## config.mk

```make
export PLATFORM = sky130hd
export DESIGN_NAME = dirty_line_tracker
export DESIGN_NICKNAME = d
export VERILOG_FILES = /design/src/rtl/dirty_line_tracker.sv
export SDC_FILE = /design/constraint.sdc
export NUM_CORES = 2
export LEC_CHECK = 0
export BUFFER_PORTS_ARGS = -buffer_cell sky130_fd_sc_hd__buf_2
export CAP_MARGIN = 25
export CORE_MARGIN = 2
export CORE_UTILIZATION = 43
export DETAILED_ROUTE_END_ITERATION = 6
export SLEW_MARGIN = 20
export SYNTH_ARGS = -nofsm -noshare
export SYNTH_HDL_FRONTEND = slang
export SYNTH_SLANG_ARGS = --single-unit
```

## constraint.sdc

```tcl
create_clock -name clk -period 11.12 [get_ports clk]
set_input_delay 3.336 -clock clk [delete_from_list [all_inputs] [get_ports clk]]
set_output_delay 3.336 -clock clk [all_outputs]
set_load 0.05 [all_outputs]
```

## src/rtl/dirty_line_tracker.sv

```systemverilog
module dirty_line_tracker #(
  parameter int LINES = 1024,
  localparam int YW = (LINES > 1) ? $clog2(LINES) : 1
) (
  input  logic          clk,
  input  logic          rst_n,
  input  logic          wr_valid,
  input  logic [YW-1:0] wr_line,
  input  logic          frame_dirty_mode,
  input  logic          insert_mode,
  input  logic          sof,
  input  logic          refresh_valid,
  input  logic [YW-1:0] refresh_line,
  input  logic [YW-1:0] query_line,
  output logic          query_dirty,
  output logic          update_frame
);

  logic [LINES-1:0] dirty;
  logic [LINES-1:0] set_mask;
  logic [LINES-1:0] clr_mask;

  assign set_mask = wr_valid ? (LINES'(1) << wr_line) : '0;
  assign clr_mask = (refresh_valid && update_frame) ? (LINES'(1) << refresh_line) : '0;
  assign query_dirty = dirty[query_line];

  always_ff @(posedge clk) begin
    if (!rst_n)
      dirty <= '1;
    else if (wr_valid && frame_dirty_mode)
      dirty <= '1;
    else
      dirty <= (dirty & ~clr_mask) | set_mask;
  end

  always_ff @(posedge clk) begin
    if (!rst_n)
      update_frame <= 1'b1;
    else if (sof)
      update_frame <= insert_mode ? ~update_frame : 1'b1;
  end

  p_line_write_r2: assert property (@(posedge clk) disable iff (!rst_n)
    wr_valid && !frame_dirty_mode |=> dirty[$past(wr_line)]);

  p_frame_write_r3: assert property (@(posedge clk) disable iff (!rst_n)
    wr_valid && frame_dirty_mode |=> &dirty);

  p_static_hold_r5: assert property (@(posedge clk) disable iff (!rst_n)
    !update_frame && !wr_valid |=> $stable(dirty));

  p_write_wins_r6: assert property (@(posedge clk) disable iff (!rst_n)
    wr_valid && refresh_valid && (wr_line == refresh_line) |=> dirty[$past(wr_line)]);

  p_insert_flip_r7: assert property (@(posedge clk) disable iff (!rst_n)
    sof && insert_mode |=> update_frame != $past(update_frame));

  p_plain_update_r8: assert property (@(posedge clk) disable iff (!rst_n)
    sof && !insert_mode |=> update_frame);

  p_flag_at_sof_r9: assert property (@(posedge clk) disable iff (!rst_n)
    !sof |=> $stable(update_frame));

endmodule

```

; ---- Yosys cells after proc, flatten, opt, wreduce, memory -nomap -nowiden
; Cells that the tools add are included.
[word_totals]
ff_bits = 1025
output_inout_bits = 2
[op_classes]
shifts = 2
n_reduce_logical = 3
order_cmp = 1
n_bitwise = 5
n_mux = 5
[op_table]
columns = op, count
row1 = 2-to-1 mux 1024 bit, 2
row2 = "<< shifter 1 x 10 -> 1024 bit, first input constant", 2
row3 = bitwise AND 1024 bit, 1
row4 = NOT 1024 bit, 1
row5 = bitwise OR 1024 bit, 1
row6 = "< comparator 10 x 11 -> 1 bit, second input constant", 1
row7 = binary-select mux 1 bit (select 10 bit), 1
row8 = logical AND 1 bit, 2
row9 = 2-to-1 mux 1 bit, 2
row10 = NOT 1 bit, 2
row11 = OR reduction 2 bit, 1

; ---- Logic depth before layout (Yosys ltp)
[depth]
depth_word = 5
mapped_depth = 14

; ---- Worst setup path before layout
; OpenSTA, ideal clock, no wires.
[synth_path]
path_kind = input-to-output
from = input query_line[0]
to = output query_dirty
n_path_buf = 5
t_arrival_ns = 5.850
path_stages = 13
required_ns = 7.784
path_slack_ns = 1.934
path_cell_list = buf_6 > buf_12 > buf_12 > buf_12 > buf_6 > mux2i_1 > o221ai_1 > o22ai_1 > o21ai_0 > o211ai_1 > a211oi_2 > nor4_1 > o2111ai_1
[synth_between]
elab_chain_len = 2
[synth_lines]
columns = element, line
row1 = "start, declared", 14  ; input logic [YW-1:0] query_line,
row2 = binary-select mux 1 bit (select 10 bit), 25  ; assign query_dirty = dirty[query_line];
row3 = 2-to-1 mux 1 bit (implied by the code), 25
row4 = "end, declared", 15  ; output logic query_dirty,
; Every way passes these cells. The select of a mux whose other input is x is not followed.

; ---- Worst setup path after layout
[layout_path]
from = input query_line[2]
to = output query_dirty
; The elaborated chain is that of the path after synthesis.

==> results.md <==
- CP Max Fanout: 19
- Synth area leaders: dfxtp_1 (45%), o211ai_1 (17%), o21ai_0 (11%)
- Data arrival, critical path: around 7.7 ns
- CP Class: in -> out
- Layout Nets: approximately 4.5k
- Grt met1 use: 0.494
- Horiz. Die Dim: approximately 330 um
- Synth cell count leaders: o21ai_0 (1032), dfxtp_1 (1025), o211ai_1 (1022), clkbuf_1 (423), nand2_1 (308)
- CTS Buf Count: 110
- Detail Placement HPWL: about 130000 um
- Hold Vio Cnt, Final: 0
- Reg2reg end: dirty[998]
- Tightest Hold Check Type: reg -> reg
- Initial antenna violation count: 20
- Met3 Usage GRT: 0.153
- 1st-pass router iterations: 7
- Compound-Gate Fraction of Synth Area: 0.312
- CP most frequent cell: buf_4
- PwrDens: about 160 nW/um^2
- Met2 GRT Util: 0.522
- Synth Register Bits: roughly 1.0k
- Worst rel slew slack: 0.205
- Outcome: finished, violations left
- Post-synth EDFFs: 0
- Clock sinks: ~1.0k
- Clock-pin slew on the worst setup and hold paths: around 0.060 ns
- Final Max Slew Viols: 0
- Final wirelength: between 200000 and 250000 um
- Worst VDD drop: about 0.00013 V
- Worst-path cell chain: buf_2 -> nand2b_2 -> buf_4 -> o221ai_1 -> o22ai_1 -> o21ai_0 -> nand2_1 -> nor3_1 -> nor4_1 -> o2111ai_1 -> buf_4 -> buf_12
- Largest stage delay, worst path: roughly 0.79 ns
- Fin crit share: 0.996
- Worst endpoint required time: around 8 ns
- Post-Syn Area per Cell: 9.79 sq um
- Reg-to-reg startpoint: update_frame
- Syn Std Cell Area: approximately 45000 sq um
- Crit start category: primary input
- Area Overhead vs Synth: 11.2%
- Layout cell share with drive strength beyond 1: 0.139
- Routability cong.: approximately 1.0
- Post_cts resized: 0
- Postcts setup bufs: 0
- Adder-Cell Fraction of Synth Area: 0
- Post-Syn Instances: approximately 4.6k
- Netlist cell types: 57
- Pin count of the biggest net entering global routing: 207
- Synth Warn #: 0
- Initial Utilization: 0.432
- Max Fclk: 90.3 MHz
- Setup TNS: 0 ns
- Xor-xnor portion of the synthesized cell area: 0
- Max_cap viols: 0
- Vias per Instance: 7.32
- Top FF cell, synth: dfxtp_1
- Largest family of logic cells by synthesized area: compound AO/OA/AOI/OAI gates
- Final setup viols: 0
- Routed Antenna Nets: 0
- GR peak layer: met2
- Worst setup endpoint: query_dirty
- Hold buffer count at cts: 0
- Cells on worst reg2reg path: 5
- Post-Synth Simple-Gate Area: 0.0503
- Remaining Overflow, GRT: 0
- DRC viols: 2
- Multiplexer area fraction after synthesis: 0.135
- 1st-iter DRT viols: slightly above 7k
- CTS root buf: clkbuf_16
- I/O Buffers: 38
- Most numerous cell in the Yosys netlist: o21ai_0
- Lkg Pwr: 0.0156 uW
- Vias in the first global route: between 40k and 50k
- Asr flop ratio synth: 0
- Final Skew: approximately 0.025 ns
- Core area: ~100000 sq um
- Die H: ~330 um
- Worst skew pair latency: 0.73 ns
- H-tree lvl count: 3
- Final Cell Area: 50400 sq um
- R2r setup slk: ~7.3 ns
- RSZ-0062 raised after global routing: no
- CTS tree: done
- Failing checks: DRC
- CP Capture Type: output port
- Syn nets: ~4.7k
- Final min period: about 11 ns
- Yosys top cell area share: 0.453
- Boundary Pins: 39
- Slowest CP cell: nor3_1
- Die Area: roughly 110000 sq um
- Clock buffer depth: 3
- Crit path launch: query_line[2]
- Post-synthesis sequential area ratio: 0.453
- Yosys top cell by area: dfxtp_1
- Placed cell area: between 40000 and 50000 sq um
- Row count: roughly 120
- Final hold slack: roughly 0.5 ns
- First-pass GRT wire length: 299000 um
- Global-route usage over all layers: 0.379
- Vias: approximately 43k
- Drt wl/cell: about 35 um
- Worst slew pin tran: ~1.2 ns
[layout make-up]
class	count	area [sq um]
fill	9752	54600
multi-input combinational	3097	22700
sequential	1025	20500
clock buffer	176	3420
tap	1391	1740
timing repair buffer	191	1650
clock inverter	28	362
inverter	5	18.8
antenna	7	17.5
[critical path: cells and delay by family]
family | cells | cell delay (ns)
buffers and inverters | 4 | 1.16
AND/OR/NAND/NOR | 4 | 1.76
AO/OA/AOI/OAI | 4 | 1.42
[metal layers]
layer	routed length [um]	vias to the layer above	share of wire
met2	83800	3466	0.40
met3	31200	814	0.15
met1	78700	21500	0.38
met5	423	-	0.0020
li1	-	17600	-
met4	15200	22	0.073
[worst min path at each step]
stage | from | endpoint | slack (ns) | cells past startpoint
global route | dirty[58] | dirty[58] | 0.52 | 2
CTS | dirty[90] | dirty[90] | 0.49 | 2
global placement | dirty[122] | dirty[122] | 0.47 | 2
detailed placement | dirty[90] | dirty[90] | 0.48 | 2
finish | dirty[90] | dirty[90] | 0.49 | 2
floorplan | dirty[106] | dirty[106] | 0.46 | 2
[power breakdown]
part / switching (uW) / internal [uW]
combinational: 427 / 118
clock: 1600 / 2260
sequential: 1.35 / 3670
total: 2020 / 6050
[stage by stage]
step	worst slack, ns	instances	util	total power [uW]
after detailed placement	0.513	5703	0.443	4260
after floorplan	1.93	4629	-	4060
after global routing	0.119	5915	0.480	8210
final	0.0490	5920	0.480	8070
after global placement	0.473	5693	0.441	4260
after CTS	0.410	5907	0.479	8030
[cell families after synthesis]
group	Yosys count
AOI/OAI and AO/OA	2235
DFF	1025
and+or+nand+nor	523
buffers and inverters	507
muxes	339
[flip-flops by register name (all words and copies together), names as in the netlist]
name / cells
dirty: 1024
update_frame: 1
[cells in the final DEF (no fill, tap or decap), types with 22 or more instances in the layout]
cell type and n:
o221ai_1 48, mux2i_1 117, clkbuf_1 29, dfxtp_1 1025, o22ai_1 32, nor3_1 30
o211ai_1 1022, buf_2 35, buf_4 128, a21oi_1 38, o21ai_0 1032, clkbuf_16 114
nor2b_1 22, nand3_1 29, mux4_2 217, clkbuf_8 33, nand2_1 291, nor2_1 63
Power figures use the tool's default switching activity.
